File: config.mk
export PLATFORM = sky130hd
export DESIGN_NAME = pipe_hazard_ctrl
export DESIGN_NICKNAME = d
export VERILOG_FILES = /design/src/rtl/pipe_hazard_pkg.sv /design/src/rtl/byp_select.sv /design/src/rtl/stall_detect.sv /design/src/rtl/pipe_hazard_ctrl.sv
export SDC_FILE = /design/constraint.sdc
export NUM_CORES = 1
export LEC_CHECK = 0
export ABC_AREA = 1
export BUFFER_PORTS_ARGS = -buffer_cell sky130_fd_sc_hd__buf_2
export CAP_MARGIN = 20
export CORE_ASPECT_RATIO = 0.7
export CORE_MARGIN = 1.5
export CORE_UTILIZATION = 45
export DETAILED_ROUTE_END_ITERATION = 10
export PLACE_DENSITY = 0.88
export SLEW_MARGIN = 20
export SYNTH_ARGS = -nofsm -noshare
export SYNTH_HDL_FRONTEND = slang
export SYNTH_SLANG_ARGS = --single-unit
File: constraint.sdc
create_clock -name vclk -period 1.8
set_input_delay 0.27 -clock vclk [all_inputs]
set_output_delay 0.27 -clock vclk [all_outputs]
set_load 0.005 [all_outputs]
File: src/rtl/pipe_hazard_pkg.sv
package pipe_hazard_pkg;
  localparam int MAX_AW = 8;

  typedef enum logic [1:0] {
    SEL_REGFILE = 2'b00,
    SEL_WB      = 2'b01,
    SEL_MEM     = 2'b10
  } byp_sel_e;

  // a producer hits a consumer source when it writes and the numbers agree
  function automatic logic dest_hits(input logic [MAX_AW-1:0] rd,
                                     input logic wen,
                                     input logic [MAX_AW-1:0] src,
                                     input logic zero_hw);
    return wen && (rd == src) && !(zero_hw && (rd == '0));
  endfunction

  // younger result (execute/memory) first
  function automatic byp_sel_e pick_source(input logic mem_hit, input logic wb_hit);
    if (mem_hit)     return SEL_MEM;
    else if (wb_hit) return SEL_WB;
    else             return SEL_REGFILE;
  endfunction
endpackage

File: src/rtl/byp_select.sv
module byp_select
  import pipe_hazard_pkg::*;
#(
  parameter int AW      = 5,
  parameter int N_OPS   = 2,
  parameter bit ZERO_HW = 1'b1
) (
  input  logic [N_OPS-1:0][AW-1:0] src,
  input  logic [AW-1:0]            mem_rd,
  input  logic                     mem_wen,
  input  logic [AW-1:0]            wb_rd,
  input  logic                     wb_wen,
  output logic [N_OPS-1:0][1:0]    sel
);
  for (genvar g = 0; g < N_OPS; g++) begin : g_op
    logic mem_hit;
    logic wb_hit;
    byp_sel_e pick;
    always_comb begin
      mem_hit = dest_hits(MAX_AW'(mem_rd), mem_wen, MAX_AW'(src[g]), ZERO_HW);
      wb_hit  = dest_hits(MAX_AW'(wb_rd),  wb_wen,  MAX_AW'(src[g]), ZERO_HW);
      pick    = pick_source(mem_hit, wb_hit);
      sel[g]  = pick;
    end
  end
endmodule

File: src/rtl/stall_detect.sv
module stall_detect
  import pipe_hazard_pkg::*;
#(
  parameter int AW      = 5,
  parameter bit ZERO_HW = 1'b1
) (
  input  logic [AW-1:0] id_rs1,
  input  logic [AW-1:0] id_rs2,
  input  logic          id_use1,
  input  logic          id_use2,
  input  logic          id_branch,
  input  logic          br_taken,
  input  logic [AW-1:0] ex_rd,
  input  logic          ex_wen,
  input  logic          ex_load,
  input  logic [AW-1:0] mem_rd,
  input  logic          mem_wen,
  input  logic          mem_load,
  output logic          load_use_hit,
  output logic          br_wait,
  output logic          stall,
  output logic          redirect
);
  logic ex_dep;
  logic mem_dep;

  always_comb begin
    ex_dep  = (id_use1 && dest_hits(MAX_AW'(ex_rd), ex_wen, MAX_AW'(id_rs1), ZERO_HW)) ||
              (id_use2 && dest_hits(MAX_AW'(ex_rd), ex_wen, MAX_AW'(id_rs2), ZERO_HW));
    mem_dep = (id_use1 && dest_hits(MAX_AW'(mem_rd), mem_wen, MAX_AW'(id_rs1), ZERO_HW)) ||
              (id_use2 && dest_hits(MAX_AW'(mem_rd), mem_wen, MAX_AW'(id_rs2), ZERO_HW));
    load_use_hit = ex_load && ex_dep;
    br_wait      = id_branch && (ex_dep || (mem_load && mem_dep));
    stall        = load_use_hit || br_wait;
    redirect     = id_branch && br_taken && !stall;
  end
endmodule

File: src/rtl/pipe_hazard_ctrl.sv
module pipe_hazard_ctrl
  import pipe_hazard_pkg::*;
#(
  parameter int AW      = 5,
  parameter bit ZERO_HW = 1'b1
) (
  input  logic [AW-1:0] id_rs1,
  input  logic [AW-1:0] id_rs2,
  input  logic          id_use1,
  input  logic          id_use2,
  input  logic          id_branch,
  input  logic          br_taken,
  input  logic [AW-1:0] ex_rs1,
  input  logic [AW-1:0] ex_rs2,
  input  logic [AW-1:0] ex_rd,
  input  logic          ex_wen,
  input  logic          ex_load,
  input  logic [AW-1:0] mem_rd,
  input  logic          mem_wen,
  input  logic          mem_load,
  input  logic [AW-1:0] wb_rd,
  input  logic          wb_wen,
  output logic [1:0]    ex_fwd_a,
  output logic [1:0]    ex_fwd_b,
  output logic [1:0]    id_fwd_a,
  output logic [1:0]    id_fwd_b,
  output logic          pc_we,
  output logic          ifid_we,
  output logic          idex_bubble,
  output logic          ifid_flush
);
  localparam int N_OPS = 2;

  logic [N_OPS-1:0][AW-1:0] ex_src;
  logic [N_OPS-1:0][AW-1:0] id_src;
  logic [N_OPS-1:0][1:0]    ex_sel;
  logic [N_OPS-1:0][1:0]    id_sel;

  // named events for the checker
  logic load_use_hit;
  logic br_wait;
  logic stall;
  logic redirect;

  assign ex_src = {ex_rs2, ex_rs1};
  assign id_src = {id_rs2, id_rs1};

  // ALU operand bypass
  byp_select #(.AW(AW), .N_OPS(N_OPS), .ZERO_HW(ZERO_HW)) u_ex_byp (
    .src(ex_src), .mem_rd(mem_rd), .mem_wen(mem_wen),
    .wb_rd(wb_rd), .wb_wen(wb_wen), .sel(ex_sel)
  );

  // branch comparator bypass
  byp_select #(.AW(AW), .N_OPS(N_OPS), .ZERO_HW(ZERO_HW)) u_id_byp (
    .src(id_src), .mem_rd(mem_rd), .mem_wen(mem_wen),
    .wb_rd(wb_rd), .wb_wen(wb_wen), .sel(id_sel)
  );

  stall_detect #(.AW(AW), .ZERO_HW(ZERO_HW)) u_stall (
    .id_rs1(id_rs1), .id_rs2(id_rs2), .id_use1(id_use1), .id_use2(id_use2),
    .id_branch(id_branch), .br_taken(br_taken),
    .ex_rd(ex_rd), .ex_wen(ex_wen), .ex_load(ex_load),
    .mem_rd(mem_rd), .mem_wen(mem_wen), .mem_load(mem_load),
    .load_use_hit(load_use_hit), .br_wait(br_wait),
    .stall(stall), .redirect(redirect)
  );

  assign ex_fwd_a    = ex_sel[0];
  assign ex_fwd_b    = ex_sel[1];
  assign id_fwd_a    = id_sel[0];
  assign id_fwd_b    = id_sel[1];
  assign pc_we       = !stall;
  assign ifid_we     = !stall;
  assign idex_bubble = stall;
  assign ifid_flush  = redirect;
endmodule

Word-level counts from Yosys, hierarchy flattened
Index checks and enable logic that the tools add are counted.
{ "classes": {"eq_ne": 10, "muxes": 8, "reduce_logical": 40} }
{ "ops": {"columns": ["op", "n"], "rows": [
  ["$eq 5x5->1", 10],
  ["$logic_and 1x1->1", 29],
  ["$logic_not 5->1", 3],
  ["$mux 2", 4],
  ["$logic_not 1->1", 4],
  ["$logic_or 1x1->1", 4],
  ["$mux 1", 4]
]} }
{ "totals": {"regBits": 0, "in_bits": 44, "out_inout_bits": 12, "word_cells": 58} }

Longest topological paths before layout
{ "depth": {"ltp_word": 11, "ltp_mapped": 12, "mapped_depth_nobuf": 11} }

Modules after synthesis
A second synthesis with hierarchy kept.
{ "hier_totals": {"cells_unflattened": 342, "hier_area_um2": 1350.0} }
{ "by_module_without_submodules": {"columns": ["mod", "n_inst", "cells_each", "area_per_inst_um2", "seq_area_each_um2"], "rows": [
  ["byp_select", 2, 113, 444.2, 0.0],
  ["stall_detect", 1, 114, 450.4, 0.0],
  ["pipe_hazard_ctrl", 1, 2, 11.3, 0.0]
]} }

Least setup slack after synthesis
No wires, ideal clock.
{ "synth_timing": {"kind": "in2out", "startpoint": "in mem_rd[2]", "endpoint": "out pc_we", "arrival_time_ns": 1.141, "required_ns": 1.530, "slack_ns": 0.389, "stages": 10, "n_path_buf": 2, "path_cell_list": "buf_6 xnor2_1 nand2_2 nor2_1 nand3_2 nand2_1 nand2_1 nand2_2 inv_1 buf_4"} }
{ "synth_between": {"elab_chain_cells": 10, "word_cells_on_any_way": 16, "classes_between": "eq/ne (2); reduce/logical (14)"} }
{ "synth_lines": {"columns": ["element", "line_no", "rtl"], "rows": [
  ["from (decl)", "pipe_hazard_ctrl.sv:18", "input logic [AW-1:0] mem_rd,"],
  ["$eq 5x5->1 or $logic_not 5->1 (tied branches)", "pipe_hazard_pkg.sv:15", "return wen && (rd == src) && !(zero_hw && (rd == '0));"],
  ["$logic_and 1x1->1 or $logic_not 1->1 (tied branches)", "pipe_hazard_pkg.sv:15", null],
  ["$logic_and 1x1->1", "pipe_hazard_pkg.sv:15", null],
  ["$logic_and 1x1->1 (on tied branches)", "stall_detect.sv:30, stall_detect.sv:31", null],
  ["$logic_or 1x1->1 (*)", "stall_detect.sv:30", "mem_dep = (id_use1 && dest_hits(MAX_AW'(mem_rd), mem_wen, MAX_AW'(id_rs1), ZERO_HW)) ||"],
  ["$logic_and 1x1->1 (*)", "stall_detect.sv:33", "br_wait = id_branch && (ex_dep || (mem_load && mem_dep));"],
  ["$logic_or 1x1->1 (*)", "stall_detect.sv:33", null],
  ["$logic_and 1x1->1 (*)", "stall_detect.sv:33", null],
  ["$logic_or 1x1->1 (*)", "stall_detect.sv:34", "stall = load_use_hit || br_wait;"],
  ["named net idex_bubble", "pipe_hazard_ctrl.sv:29", "output logic idex_bubble,"],
  ["$logic_not 1->1 (*)", null, null],
  ["to (decl)", "pipe_hazard_ctrl.sv:27", "output logic pc_we,"]
]} }
Mark *: on every way through the listed nets, which the timed path passes. The rest lies on a longest branch.

Final worst setup path
{ "layout_timing": {"startpoint": "in wb_rd[4]", "endpoint": "out id_fwd_b[0]"} }
{ "layout_between": {"elab_chain_cells": 5, "word_cells_on_any_way": 7, "classes_between": "eq/ne (1); mux (2); reduce/logical (4)"} }
{ "layout_lines": {"columns": ["element", "line_no", "rtl"], "rows": [
  ["from (decl)", "pipe_hazard_ctrl.sv:21", "input logic [AW-1:0] wb_rd,"],
  ["$eq 5x5->1 or $logic_not 5->1 (tied branches)", "pipe_hazard_pkg.sv:15", null],
  ["$logic_and 1x1->1 or $logic_not 1->1 (tied branches)", "pipe_hazard_pkg.sv:15", null],
  ["$logic_and 1x1->1 (*)", "pipe_hazard_pkg.sv:15", null],
  ["$mux 1 (*)", "pipe_hazard_pkg.sv:21", "else if (wb_hit) return SEL_WB;"],
  ["$mux 2 (*)", "pipe_hazard_pkg.sv:20", "if (mem_hit) return SEL_MEM;"],
  ["to (decl)", "pipe_hazard_ctrl.sv:26", "output logic [1:0] id_fwd_b,"]
]} }
Every way passes the cells marked *; elsewhere a longest branch is shown, timed or not.

==> key figures <==
Logic synthesis
  – Syn Area/Cell: 5.11 µm²
  – Sequential area share after synthesis: 0%
  – Synth Net Count: 231
  – Cell Area, Synth: 955 µm²
  – Synth cell types: 28
  – Synth Instances: ~190
  – YS warnings: 0

Floorplan
  – Cell row count: 13
  – Core area: 1920 µm²
  – I/O pin cnt: 56
  – Initial core utilization: 49.7%
  – Die footprint: 2410 µm²
  – Chip Width: 58.1 µm
  – Die Y: between 40 and 50 µm

Pwr
  – Static leakage: 0.733 nW
  – Maximum VDD drop: approximately 120 µV
  – PD cells: 213 nW/µm²
  – Total power: 262 µW

Setup path
  – Critical path's slowest cell: nor3_1
  – Data arrival, critical path: 1.33 ns
  – CP bufs+invs: 4
  – Critical path type: in2out
  – Max stage delay on crit path: 0.20 ns
  – Startpoint types: input pin
  – CP Max Fanout: 5
  – Crit. End Element: output pin
  – Family with the most delay on the worst path: buffers and inverters
  – CP startpoint: wb_rd[4]
  – Worst Path Required: 1.53 ns
  – CP cell instances: buf_2 > inv_1 > nand3_1 > nor3_1 > buf_4 > nor3_1 > nand3_1 > nor2_1 > buf_2

CTS
  – Post-CTS sizing: 0
  – Post-CTS Setup Bufs: 0
  – Post-CTS Hold Fix Bufs: 0

Finish
  – Area delta synth->final: 29.0%
  – Clkbuf count: 0
  – FFs & Latches: 0
  – Final instance area: 1230 µm²
  – Fin util: roughly 64%
  – Seq. cell area: 0 µm²
  – Layout net count: ~290
  – Final Non-Filler Cells: about 260
  – N_diodes: 0
  – Fraction of final layout cells sized beyond drive strength 1: 33.1%
  – Fillers: approximately 210

Routing
  – Metal2 WL: 1330 µm
  – Highest Signal Layer: met3
  – Wl on met1: 1400 µm
  – Vias: roughly 1,400
  – First-pass DRT Iterations: 7
  – DRC viols: 0
  – Final ANT Viol Nets: 0
  – DRT iter0 DRCs: 77
  – Met3 wire len: just over 500 µm
  – WL per Instance: between 10 and 15 µm
  – Vias per cell: around 5.3
  – Routed wire length: roughly 3200 µm

Status
  – Outcome: completed

Placed design
  – Placed cell areas: 1230 µm²
  – Dpl ws: 0.230 ns
  – Placed Cells: 261
  – Placer Congestion: 1.01
  – IO buf count: 56
  – Placed wire-length estimate: 2770 µm

Global route
  – Pin count of the biggest net entering global routing: 10
  – Antenna violations before repair: 0
  – GRT Residual Overflow: 0
  – Global-route wire length before repair: 5150 µm
  – Overall routing resource usage: 26.5%
  – Vias in the first global route: 1,152

Hold path
  – Min-delay src: br_taken
  – Worst Hold Class: in2out
  – Worst hold path depth: 4
  – Hold Path End: ifid_flush

Timing
  – Setup_tns: 0 ns
  – Tmin final: 1.60 ns
  – Worst setup margin: 0.196 ns
  – Slew Limit Fails: 0
  – Unrepaired setup endpoints after global routing: no
  – Final Hold Viols: 0
  – Relative slew slack: just under 80%
  – Worst slew pin tran: 0.317 ns
  – Fmax: just over 600 MHz
  – Final worst path period share: 89.1%
  – Hold slack: ~0.85 ns
  – Final setup fails: 0

Run
  – Max Cap Viol: 0
## synthesized netlist by cell type
cell       number  share of area, %
nor2_1         24               9.4
a211oi_1        2               1.6
clkinv_1        1              0.39
o22ai_1         5               3.3
o211ai_1        1              0.79
nor3b_1         1              0.79
nor4_2          3               3.9
xnor2_1         4               3.7
or2_2           1              0.66
inv_1          29                11
clkinv_2        1              0.52
buf_4           5               3.9
nor2_4          1               1.2
xor2_1          7               6.4
nand4_1         2               1.3
nand2_1        47                18
inv_2           6               2.4
a221oi_1        3               2.8
o2111ai_1       2               1.8
nor3_1          6               3.1
a21oi_1         6               3.1
nand2_2         3               2.0
buf_2           1              0.52
buf_6           1               1.2
nor2_2          1              0.66
o21ai_0        11               5.8
nand3_1         9               4.7
nand3_2         4               4.2
## cells in the final DEF (no fill, tap or decap), types with 2 or more instances in the layout
cell type / Yosys / routed
o22ai_1: 5 / 5
o21ai_0: 11 / 11
nor2_1: 24 / 24
a211oi_1: 2 / 2
nand2_1: 47 / 47
nand3_1: 9 / 9
nor3_1: 6 / 6
xnor2_1: 4 / 4
a21oi_1: 6 / 6
nor4_2: 3 / 3
buf_4: 5 / 3
buf_2: 1 / 56
nand4_1: 2 / 2
xor2_1: 7 / 7
a221oi_1: 3 / 3
o2111ai_1: 2 / 2
inv_2: 6 / 6
inv_1: 29 / 29
nand2_2: 3 / 3
nand3_2: 4 / 4
## power by group
part	leakage, nW	switching (mW)	internal, mW
clock network	0	0	0
registers	0	0	0
logic	0.733	0.156	0.106
## how the worst max path moves through the flow
stage                       end  slack, ns  cells after the start
floorplan                 pc_we       0.39                     10
global placement    id_fwd_b[0]       0.22                      9
detailed placement  id_fwd_b[0]       0.23                      9
CTS                 id_fwd_b[0]       0.22                      9
global route        id_fwd_b[0]       0.12                      9
finish              id_fwd_b[0]       0.20                      9
## cells by family (layout without fill, tap and decap cells)
| kind of cell | after synthesis | after routing | synth area share (%) |
|---|---|---|---|
| AND/OR/NAND/NOR | 102 | 102 | 50.5 |
| AO/OA/AOI/OAI | 30 | 30 | 19.1 |
| XOR/XNOR | 11 | 11 | 10.1 |
| buffers and inverters | 44 | 96 | 20.3 |
## metal layers
layer	up-vias	GRT usage [%]
li1	704	-
met4	0	0
met3	0	6.54
met2	96	42.0
met1	573	38.4
met5	-	0
## layout make-up
cell class / count / area, µm² / area share [%]
Timing Repair Buffer: 59 / 303 / 24.6
Inverter: 37 / 140 / 11.4
Tap cell: 22 / 27.5 / 2.24
Multi-Input combinational cell: 143 / 761 / 61.8
No activity file was read; power rests on OpenSTA's default activity.
